===== src/rtl/ipc_mbox_pkg.sv =====
package ipc_mbox_pkg;

    localparam int ADDR_W     = 8;
    localparam int WORD_W     = 64;
    localparam int LO_W       = 32;
    localparam int MBOX_DEPTH = 16;
    localparam int PTR_W      = $clog2(MBOX_DEPTH);
    localparam int IN_CNT_W   = 4;
    localparam int OUT_CNT_W  = 5;
    localparam int NUM_DIR    = 2;
    localparam int NUM_SRC    = 2 * NUM_DIR;

    // field positions decoded by software
    localparam int FULL_BIT   = 16;
    localparam int EMPTY_BIT  = 17;
    localparam int WPTR_LSB   = 40;
    localparam int RPTR_LSB   = 44;
    localparam int INCNT_LSB  = 48;
    localparam int OUTCNT_LSB = 52;

    localparam logic [ADDR_W-1:0] IRQ_EN_ADDR  = 8'h48;
    localparam logic [ADDR_W-1:0] IRQ_ACK_ADDR = 8'h4C;

    typedef struct packed {
        logic [WORD_W-1:0] hi;
        logic [LO_W-1:0]   lo;
    } mbox_msg_t;

    typedef struct packed {
        logic                 full;
        logic                 empty;
        logic [PTR_W-1:0]     wptr;
        logic [PTR_W-1:0]     rptr;
        logic [IN_CNT_W-1:0]  in_cnt;
        logic [OUT_CNT_W-1:0] out_cnt;
    } fifo_stat_t;

    function automatic logic [ADDR_W-1:0] ctl_addr(input int d);
        return (d == 0) ? ADDR_W'(8'h50) : ADDR_W'(8'h80);
    endfunction

    function automatic logic [ADDR_W-1:0] send_hi_addr(input int d);
        return ctl_addr(d) + ADDR_W'(8'h10);
    endfunction

    function automatic logic [ADDR_W-1:0] send_lo_addr(input int d);
        return ctl_addr(d) + ADDR_W'(8'h18);
    endfunction

    function automatic logic [ADDR_W-1:0] recv_hi_addr(input int d);
        return ctl_addr(d) + ADDR_W'(8'h20);
    endfunction

    function automatic logic [ADDR_W-1:0] recv_lo_addr(input int d);
        return ctl_addr(d) + ADDR_W'(8'h28);
    endfunction

    function automatic logic [WORD_W-1:0] pack_recv_lo(input fifo_stat_t s,
                                                       input logic [LO_W-1:0] lo);
        logic [WORD_W-1:0] r;
        r = '0;
        r[LO_W-1:0]                   = lo;
        r[WPTR_LSB +: PTR_W]          = s.wptr;
        r[RPTR_LSB +: PTR_W]          = s.rptr;
        r[INCNT_LSB +: IN_CNT_W]      = s.in_cnt;
        r[OUTCNT_LSB +: OUT_CNT_W]    = s.out_cnt;
        return r;
    endfunction

endpackage


===== src/rtl/ipc_mbox_fifo.sv =====
module ipc_mbox_fifo
    import ipc_mbox_pkg::*;
#(
    parameter int DEPTH = MBOX_DEPTH,
    parameter int IN_W  = IN_CNT_W,
    parameter int OUT_W = OUT_CNT_W
) (
    input  logic             clk,
    input  logic             rst,
    input  logic             push,
    input  mbox_msg_t        din,
    input  logic             pop,
    output mbox_msg_t        dout,
    output logic             full,
    output logic             empty,
    output logic [$clog2(DEPTH)-1:0] wptr,
    output logic [$clog2(DEPTH)-1:0] rptr,
    output logic [IN_W-1:0]  in_cnt,
    output logic [OUT_W-1:0] out_cnt
);
    localparam int PW = $clog2(DEPTH);

    mbox_msg_t     mem [DEPTH];
    logic [PW:0]   occ;

    assign full  = (occ == (PW+1)'(DEPTH));
    assign empty = (occ == '0);
    assign dout  = mem[rptr];

    always_ff @(posedge clk) begin
        if (push) begin
            mem[wptr] <= din;
        end
    end

    always_ff @(posedge clk) begin
        if (rst) begin
            wptr    <= '0;
            rptr    <= '0;
            occ     <= '0;
            in_cnt  <= '0;
            out_cnt <= '0;
        end else begin
            if (push) begin
                wptr <= wptr + PW'(1);
                if (in_cnt != '1) in_cnt <= in_cnt + IN_W'(1);
            end
            if (pop) begin
                rptr <= rptr + PW'(1);
                if (out_cnt != '1) out_cnt <= out_cnt + OUT_W'(1);
            end
            case ({push, pop})
                2'b10:   occ <= occ + (PW+1)'(1);
                2'b01:   occ <= occ - (PW+1)'(1);
                default: occ <= occ;
            endcase
        end
    end
endmodule


===== src/rtl/ipc_mbox_chan.sv =====
module ipc_mbox_chan
    import ipc_mbox_pkg::*;
(
    input  logic              clk,
    input  logic              rst,
    input  logic              wr_hi,
    input  logic              wr_lo,
    input  logic [WORD_W-1:0] wdata,
    input  logic              pop_req,
    output mbox_msg_t         head,
    output fifo_stat_t        stat
);
    logic [WORD_W-1:0] stage_q;
    logic              push;
    logic              pop;
    mbox_msg_t         entry;

    always_ff @(posedge clk) begin
        if (rst) begin
            stage_q <= '0;
        end else if (wr_hi) begin
            stage_q <= wdata;
        end
    end

    assign push     = wr_lo && !stat.full;
    assign pop      = pop_req && !stat.empty;
    assign entry.hi = stage_q;
    assign entry.lo = wdata[LO_W-1:0];

    ipc_mbox_fifo #(
        .DEPTH (MBOX_DEPTH),
        .IN_W  (IN_CNT_W),
        .OUT_W (OUT_CNT_W)
    ) u_fifo (
        .clk     (clk),
        .rst     (rst),
        .push    (push),
        .din     (entry),
        .pop     (pop),
        .dout    (head),
        .full    (stat.full),
        .empty   (stat.empty),
        .wptr    (stat.wptr),
        .rptr    (stat.rptr),
        .in_cnt  (stat.in_cnt),
        .out_cnt (stat.out_cnt)
    );
endmodule


===== src/rtl/ipc_mbox_irq.sv =====
module ipc_mbox_irq #(
    parameter int N = 4
) (
    input  logic         clk,
    input  logic         rst,
    input  logic [N-1:0] cond,
    input  logic         en_we,
    input  logic         ack_we,
    input  logic [N-1:0] wbits,
    output logic [N-1:0] en_q,
    output logic [N-1:0] lat_q
);
    logic [N-1:0] clr;

    assign clr = ack_we ? wbits : '0;

    always_ff @(posedge clk) begin
        if (rst) begin
            en_q  <= '0;
            lat_q <= '0;
        end else begin
            if (en_we) en_q <= wbits;
            lat_q <= (lat_q | cond) & ~clr;
        end
    end
endmodule


===== src/rtl/ipc_mailbox.sv =====
module ipc_mailbox
    import ipc_mbox_pkg::*;
(
    input  logic              clk,
    input  logic              rst,
    input  logic [ADDR_W-1:0] reg_addr,
    input  logic              reg_wr_en,
    input  logic [WORD_W-1:0] reg_wdata,
    input  logic              reg_rd_en,
    output logic [WORD_W-1:0] reg_rdata,
    output logic              irq_send_empty,
    output logic              irq_recv_not_empty
);
    mbox_msg_t          head [NUM_DIR];
    fifo_stat_t         stat [NUM_DIR];
    logic [NUM_DIR-1:0] wr_hi, wr_lo, pop_req;
    logic [NUM_DIR-1:0] fifo_full, fifo_empty;
    logic [PTR_W-1:0]   a2i_wptr, i2a_rptr;
    logic [NUM_SRC-1:0] cond, irq_en, irq_lat;
    logic [WORD_W-1:0]  rd_val;

    always_comb begin
        for (int d = 0; d < NUM_DIR; d++) begin
            wr_hi[d]   = reg_wr_en && (reg_addr == send_hi_addr(d));
            wr_lo[d]   = reg_wr_en && (reg_addr == send_lo_addr(d));
            pop_req[d] = reg_rd_en && (reg_addr == recv_lo_addr(d));
        end
    end

    for (genvar d = 0; d < NUM_DIR; d++) begin : g_dir
        ipc_mbox_chan u_chan (
            .clk     (clk),
            .rst     (rst),
            .wr_hi   (wr_hi[d]),
            .wr_lo   (wr_lo[d]),
            .wdata   (reg_wdata),
            .pop_req (pop_req[d]),
            .head    (head[d]),
            .stat    (stat[d])
        );
        assign fifo_full[d]  = stat[d].full;
        assign fifo_empty[d] = stat[d].empty;
        assign cond[2*d]     = stat[d].empty;
        assign cond[2*d+1]   = !stat[d].empty;
    end

    assign a2i_wptr = stat[0].wptr;
    assign i2a_rptr = stat[1].rptr;

    ipc_mbox_irq #(.N(NUM_SRC)) u_irq (
        .clk    (clk),
        .rst    (rst),
        .cond   (cond),
        .en_we  (reg_wr_en && (reg_addr == IRQ_EN_ADDR)),
        .ack_we (reg_wr_en && (reg_addr == IRQ_ACK_ADDR)),
        .wbits  (reg_wdata[NUM_SRC-1:0]),
        .en_q   (irq_en),
        .lat_q  (irq_lat)
    );

    assign irq_send_empty     = irq_lat[0] & irq_en[0];
    assign irq_recv_not_empty = irq_lat[3] & irq_en[3];

    always_comb begin
        rd_val = '0;
        if (reg_addr == IRQ_EN_ADDR)  rd_val[NUM_SRC-1:0] = irq_en;
        if (reg_addr == IRQ_ACK_ADDR) rd_val[NUM_SRC-1:0] = irq_lat;
        for (int d = 0; d < NUM_DIR; d++) begin
            if (reg_addr == ctl_addr(d)) begin
                rd_val[FULL_BIT]  = stat[d].full;
                rd_val[EMPTY_BIT] = stat[d].empty;
            end
            if (reg_addr == recv_hi_addr(d) && !stat[d].empty) begin
                rd_val = head[d].hi;
            end
            if (reg_addr == recv_lo_addr(d) && !stat[d].empty) begin
                rd_val = pack_recv_lo(stat[d], head[d].lo);
            end
        end
    end

    always_ff @(posedge clk) begin
        if (rst) begin
            reg_rdata <= '0;
        end else begin
            reg_rdata <= reg_rd_en ? rd_val : '0;
        end
    end
endmodule


===== config.mk =====
export PLATFORM = sky130hd
export DESIGN_NAME = ipc_mailbox
export DESIGN_NICKNAME = d
export VERILOG_FILES = /design/src/rtl/ipc_mbox_pkg.sv /design/src/rtl/ipc_mbox_fifo.sv /design/src/rtl/ipc_mbox_chan.sv /design/src/rtl/ipc_mbox_irq.sv /design/src/rtl/ipc_mailbox.sv
export SDC_FILE = /design/constraint.sdc
export NUM_CORES = 2
export LEC_CHECK = 0
export BUFFER_PORTS_ARGS = -buffer_cell sky130_fd_sc_hd__buf_2
export CORE_ASPECT_RATIO = 0.75
export CORE_MARGIN = 3
export CORE_UTILIZATION = 61
export DETAILED_ROUTE_END_ITERATION = 6
export PLACE_DENSITY = 0.77
export SYNTH_ARGS = -nofsm -noshare
export SYNTH_HDL_FRONTEND = slang
export SYNTH_HIERARCHICAL = 1
export SYNTH_SLANG_ARGS = --single-unit

===== constraint.sdc =====
create_clock -name clk -period 8.85 [get_ports clk]
set_input_delay 1.77 -clock clk [delete_from_list [all_inputs] [get_ports clk]]
set_output_delay 1.77 -clock clk [all_outputs]
set_load 0.03 [all_outputs]

==> results.toml <==
[outcome]
status = "finished, violations left"
violations = "design-rule violations"

[worst_setup_path]
crit_cells = 8
cp_slowest_cell = "and2_4"
cp_slowest_stage_delay_ns = 0.92
critPathBufInv = 3
reg2reg_depth = 8
critPathRequiredTime_ns = 9.34
rr_endpoint = "reg_rdata[25]"
reg2reg_slack_ns = 4.64
path_class = "in -> reg"
start_kind = "primary input"
worstPathCellList = "buf_2, or3_4, nor4_1, nor2b_1, inv_1, nor3_1, and2_4, buf_4"
cp.arrival_ns = 5.94
crit_family = "simple AND/OR/NAND/NOR gates"
end_kind = "flip-flop"
worstPathMaxFanout = 55

[cells_and_area]
instances_no_fill = 8956
final_area_sq_um = 138800
drive_above_1_share = 0.2486
post-route-util = 0.6809
final_cell_mix = "edfxtp_1 (3072), mux4_2 (768), a22oi_1 (418), clkbuf_16 (309), nor2_1 (249)"
final_common_cell = "edfxtp_1"
fillers = 11947
syn_to_final_growth_pct = 10.33
fin_nets = 6128

[routing]
wirelength_um = 307400
vias_per_cell = 6.952
dr.pass1.iters = 7
drc = 4
drt_iter0_markers = 9083
wire_per_inst_um = 34.32
ant_nets = 0
vias = 62260

[die]
core_area_sq_um = 203800
die_area_sq_um = 211700
die_x_um = 530.3
pin_count = 142
core.rowCount = 143
die_h_um = 399.3
start_util = 0.6172

[synth]
syn_nets = 5909
synthMuxAreaShare = 0.1548
syn_area_sq_um = 125800
async_flop_share = 0
synth_edf_count = 3072
yosysWarnings = 6
synth_fa_ha_area_frac = 0.002387
seq_area_frac_synth = 0.7735
synth_cells = 5809
synthSimpleGateAreaFrac = 0.02110
synth_seq_cells = 3324
synth_top_family_by_area = "multiplexers"
synth_compound_area_frac = 0.03022
synthDistinctLibCells = 58
synth_ff_type = "edfxtp_1"
synth_xor_area_frac = 0.001880
syn_area_per_cell_sq_um = 21.65

[global_routing]
grt_pass1_wl_um = 447400
grt_start_max_net_pins = 155
grt_pass1_vias = 62779
gr-total-overflow = 0
track_usage = 0.2946
antenna_found_initial = 11

[power_and_ir_drop]
pwr-share-clk = 0.427
switching_share = 0.1907
vdd_drop_max_mv = 0.1918
p_sw_mw = 5.730
internal_power_mw = 24.32
power_frac_comb = 0.008
seqPwrFrac = 0.565
p_leak_nw = 47.74
powerDensity_nw_per_um2 = 216.6
total_power_mw = 30.05

[clocking]
cts_tree = "done"
ctsRootBufferMaster = "clkbuf_16"
cts_setup_buffers = 0
hold_buffers = 0
htreeDepth = 5
clock_sinks = 3324
clockBufferDepth = 4
clkTransAtPathRegs_ns = 0.07
cts_made_buffers = 300
cts_resized = 0
clkLatencyLatePin_ns = 0.86

[timing]
hold_ws_ns = 0.4870
final.setup.tns_ns = 0
rsz0062_at_grt = "no"
finalClockSkew_ns = 0.04196
finalMaxSlewViolations = 0
tightest_slew_ns = 1.219
relSlewSlack = 0.1876
max_freq_mhz = 183.4
setup_viol = 0
post-route-period-util = 0.6160
hold_viol = 0
layout_min_cycle_time_ns = 5.452
setup_slack_ns = 3.398

[worst_hold_path]
hold_end = "u_irq/lat_q[1]"
hold_path.class = "reg -> reg"
hold_path_depth = 2
hold_path.startpoint = "u_irq/lat_q[1]"

[place]
dp.cells = 8408
place_area_sq_um = 129200
dpl_worst_slack_ns = 2.664
dp.final_hpwl_um = 166700
place.gp.congestion = 0.8369
io_buffers = 141

[run]
cap_viol_max_count = 0
==> worst max path at each step <==
| stage | endpoint | start |
|---|---|---|
| floorplan | g_dir[0].u_chan/u_fifo/mem[10][0] | reg_addr[3] |
| global placement | g_dir[1].u_chan/u_fifo/mem[2][66] | reg_addr[1] |
| detailed placement | g_dir[1].u_chan/u_fifo/mem[2][66] | reg_addr[2] |
| CTS | g_dir[1].u_chan/u_fifo/mem[2][78] | reg_addr[2] |
| global route | g_dir[1].u_chan/u_fifo/mem[2][85] | reg_addr[2] |
| finish | g_dir[1].u_chan/u_fifo/mem[1][65] | reg_addr[2] |
==> layer usage <==
metal / vias to the layer above / track usage / part of all wire
met3: 654 / 0.05694 / 0.11
met5: - / 0 / 0.00011
met2: 4121 / 0.4511 / 0.47
met4: 4 / 0.1231 / 0.047
li1: 24674 / - / -
met1: 32807 / 0.4255 / 0.37
==> synth_stat cells (5+ instances only) <==
| cell | count | share of area |
|---|---|---|
| a22oi_1 | 418 | 0.025 |
| inv_1 | 14 | 0.00042 |
| buf_8 | 12 | 0.0014 |
| or3_1 | 6 | 0.00030 |
| nor4_1 | 5 | 0.00025 |
| buf_6 | 47 | 0.0042 |
| o21ai_0 | 15 | 0.00060 |
| nand3b_1 | 5 | 0.00030 |
| mux2_2 | 67 | 0.0060 |
| and2_1 | 36 | 0.0018 |
| nand3_1 | 8 | 0.00032 |
| clkbuf_1 | 121 | 0.0036 |
| xor2_1 | 20 | 0.0014 |
| ha_1 | 24 | 0.0024 |
| nor3_1 | 5 | 0.00020 |
| nand2_1 | 224 | 0.0067 |
| nor2_1 | 251 | 0.0075 |
| a211oi_1 | 8 | 0.00048 |
| buf_1 | 68 | 0.0020 |
| xnor2_1 | 7 | 0.00049 |
| mux4_2 | 768 | 0.14 |
| buf_2 | 45 | 0.0018 |
| nand4_1 | 10 | 0.00050 |
| edfxtp_1 | 3072 | 0.73 |
| and3_1 | 6 | 0.00030 |
| a222oi_1 | 21 | 0.0017 |
| a21oi_1 | 20 | 0.00080 |
| dfxtp_1 | 252 | 0.040 |
| nand2b_1 | 8 | 0.00040 |
| nor2b_1 | 12 | 0.00060 |
| mux2i_1 | 142 | 0.011 |
| buf_4 | 43 | 0.0026 |
==> sequential cells by signal, summed over array words and instances (netlist names), named ones only <==
signal	cells
g_dir.u_chan/stage_q	128
reg_rdata	64
g_dir.u_chan/u_fifo/rptr	8
g_dir.u_chan/u_fifo/occ	10
u_irq/lat_q	4
g_dir.u_chan/u_fifo/wptr	8
g_dir.u_chan/u_fifo/mem	3072
g_dir.u_chan/u_fifo/in_cnt	8
u_irq/en_q	4
g_dir.u_chan/u_fifo/out_cnt	10
==> final cells by class <==
| class | instances | area [sq um] | share of cell area |
|---|---|---|---|
| multi-input combinational | 2134 | 26620 | 0.1918 |
| timing repair buffer | 254 | 1821 | 0.01312 |
| inverter | 14 | 52.55 | 0.0003787 |
| sequential | 3324 | 97310 | 0.7012 |
| clock inverter | 107 | 1091 | 0.007862 |
| clock buffer | 429 | 8493 | 0.06120 |
| tap | 2682 | 3356 | 0.02418 |
| antenna | 12 | 30.03 | 0.0002164 |
==> power by group through the flow <==
stage	registers, mW	logic (mW)	clock network [mW]
after floorplan	17.3	0.0637	0
after global placement	17.3	0.227	0
after detailed placement	17.3	0.234	0
after CTS	17.0	0.234	13.0
after global routing	17.0	0.245	13.6
final	17.0	0.236	12.8
==> kinds of logic after synthesis <==
family / after synthesis
multiplexers: 977
buffers and inverters: 351
AO/OA/AOI/OAI: 507
AND/OR/NAND/NOR: 599
XOR/XNOR: 27
flip-flops: 3324
adder cells (fa/ha/maj): 24
==> tightest hold or removal path, stage by stage, from the launching register on <==
cell	delay, ns
dfxtp_1	0.31
nor2_1	0.08
a211oi_1	0.05
Power figures use the tool's default switching activity.
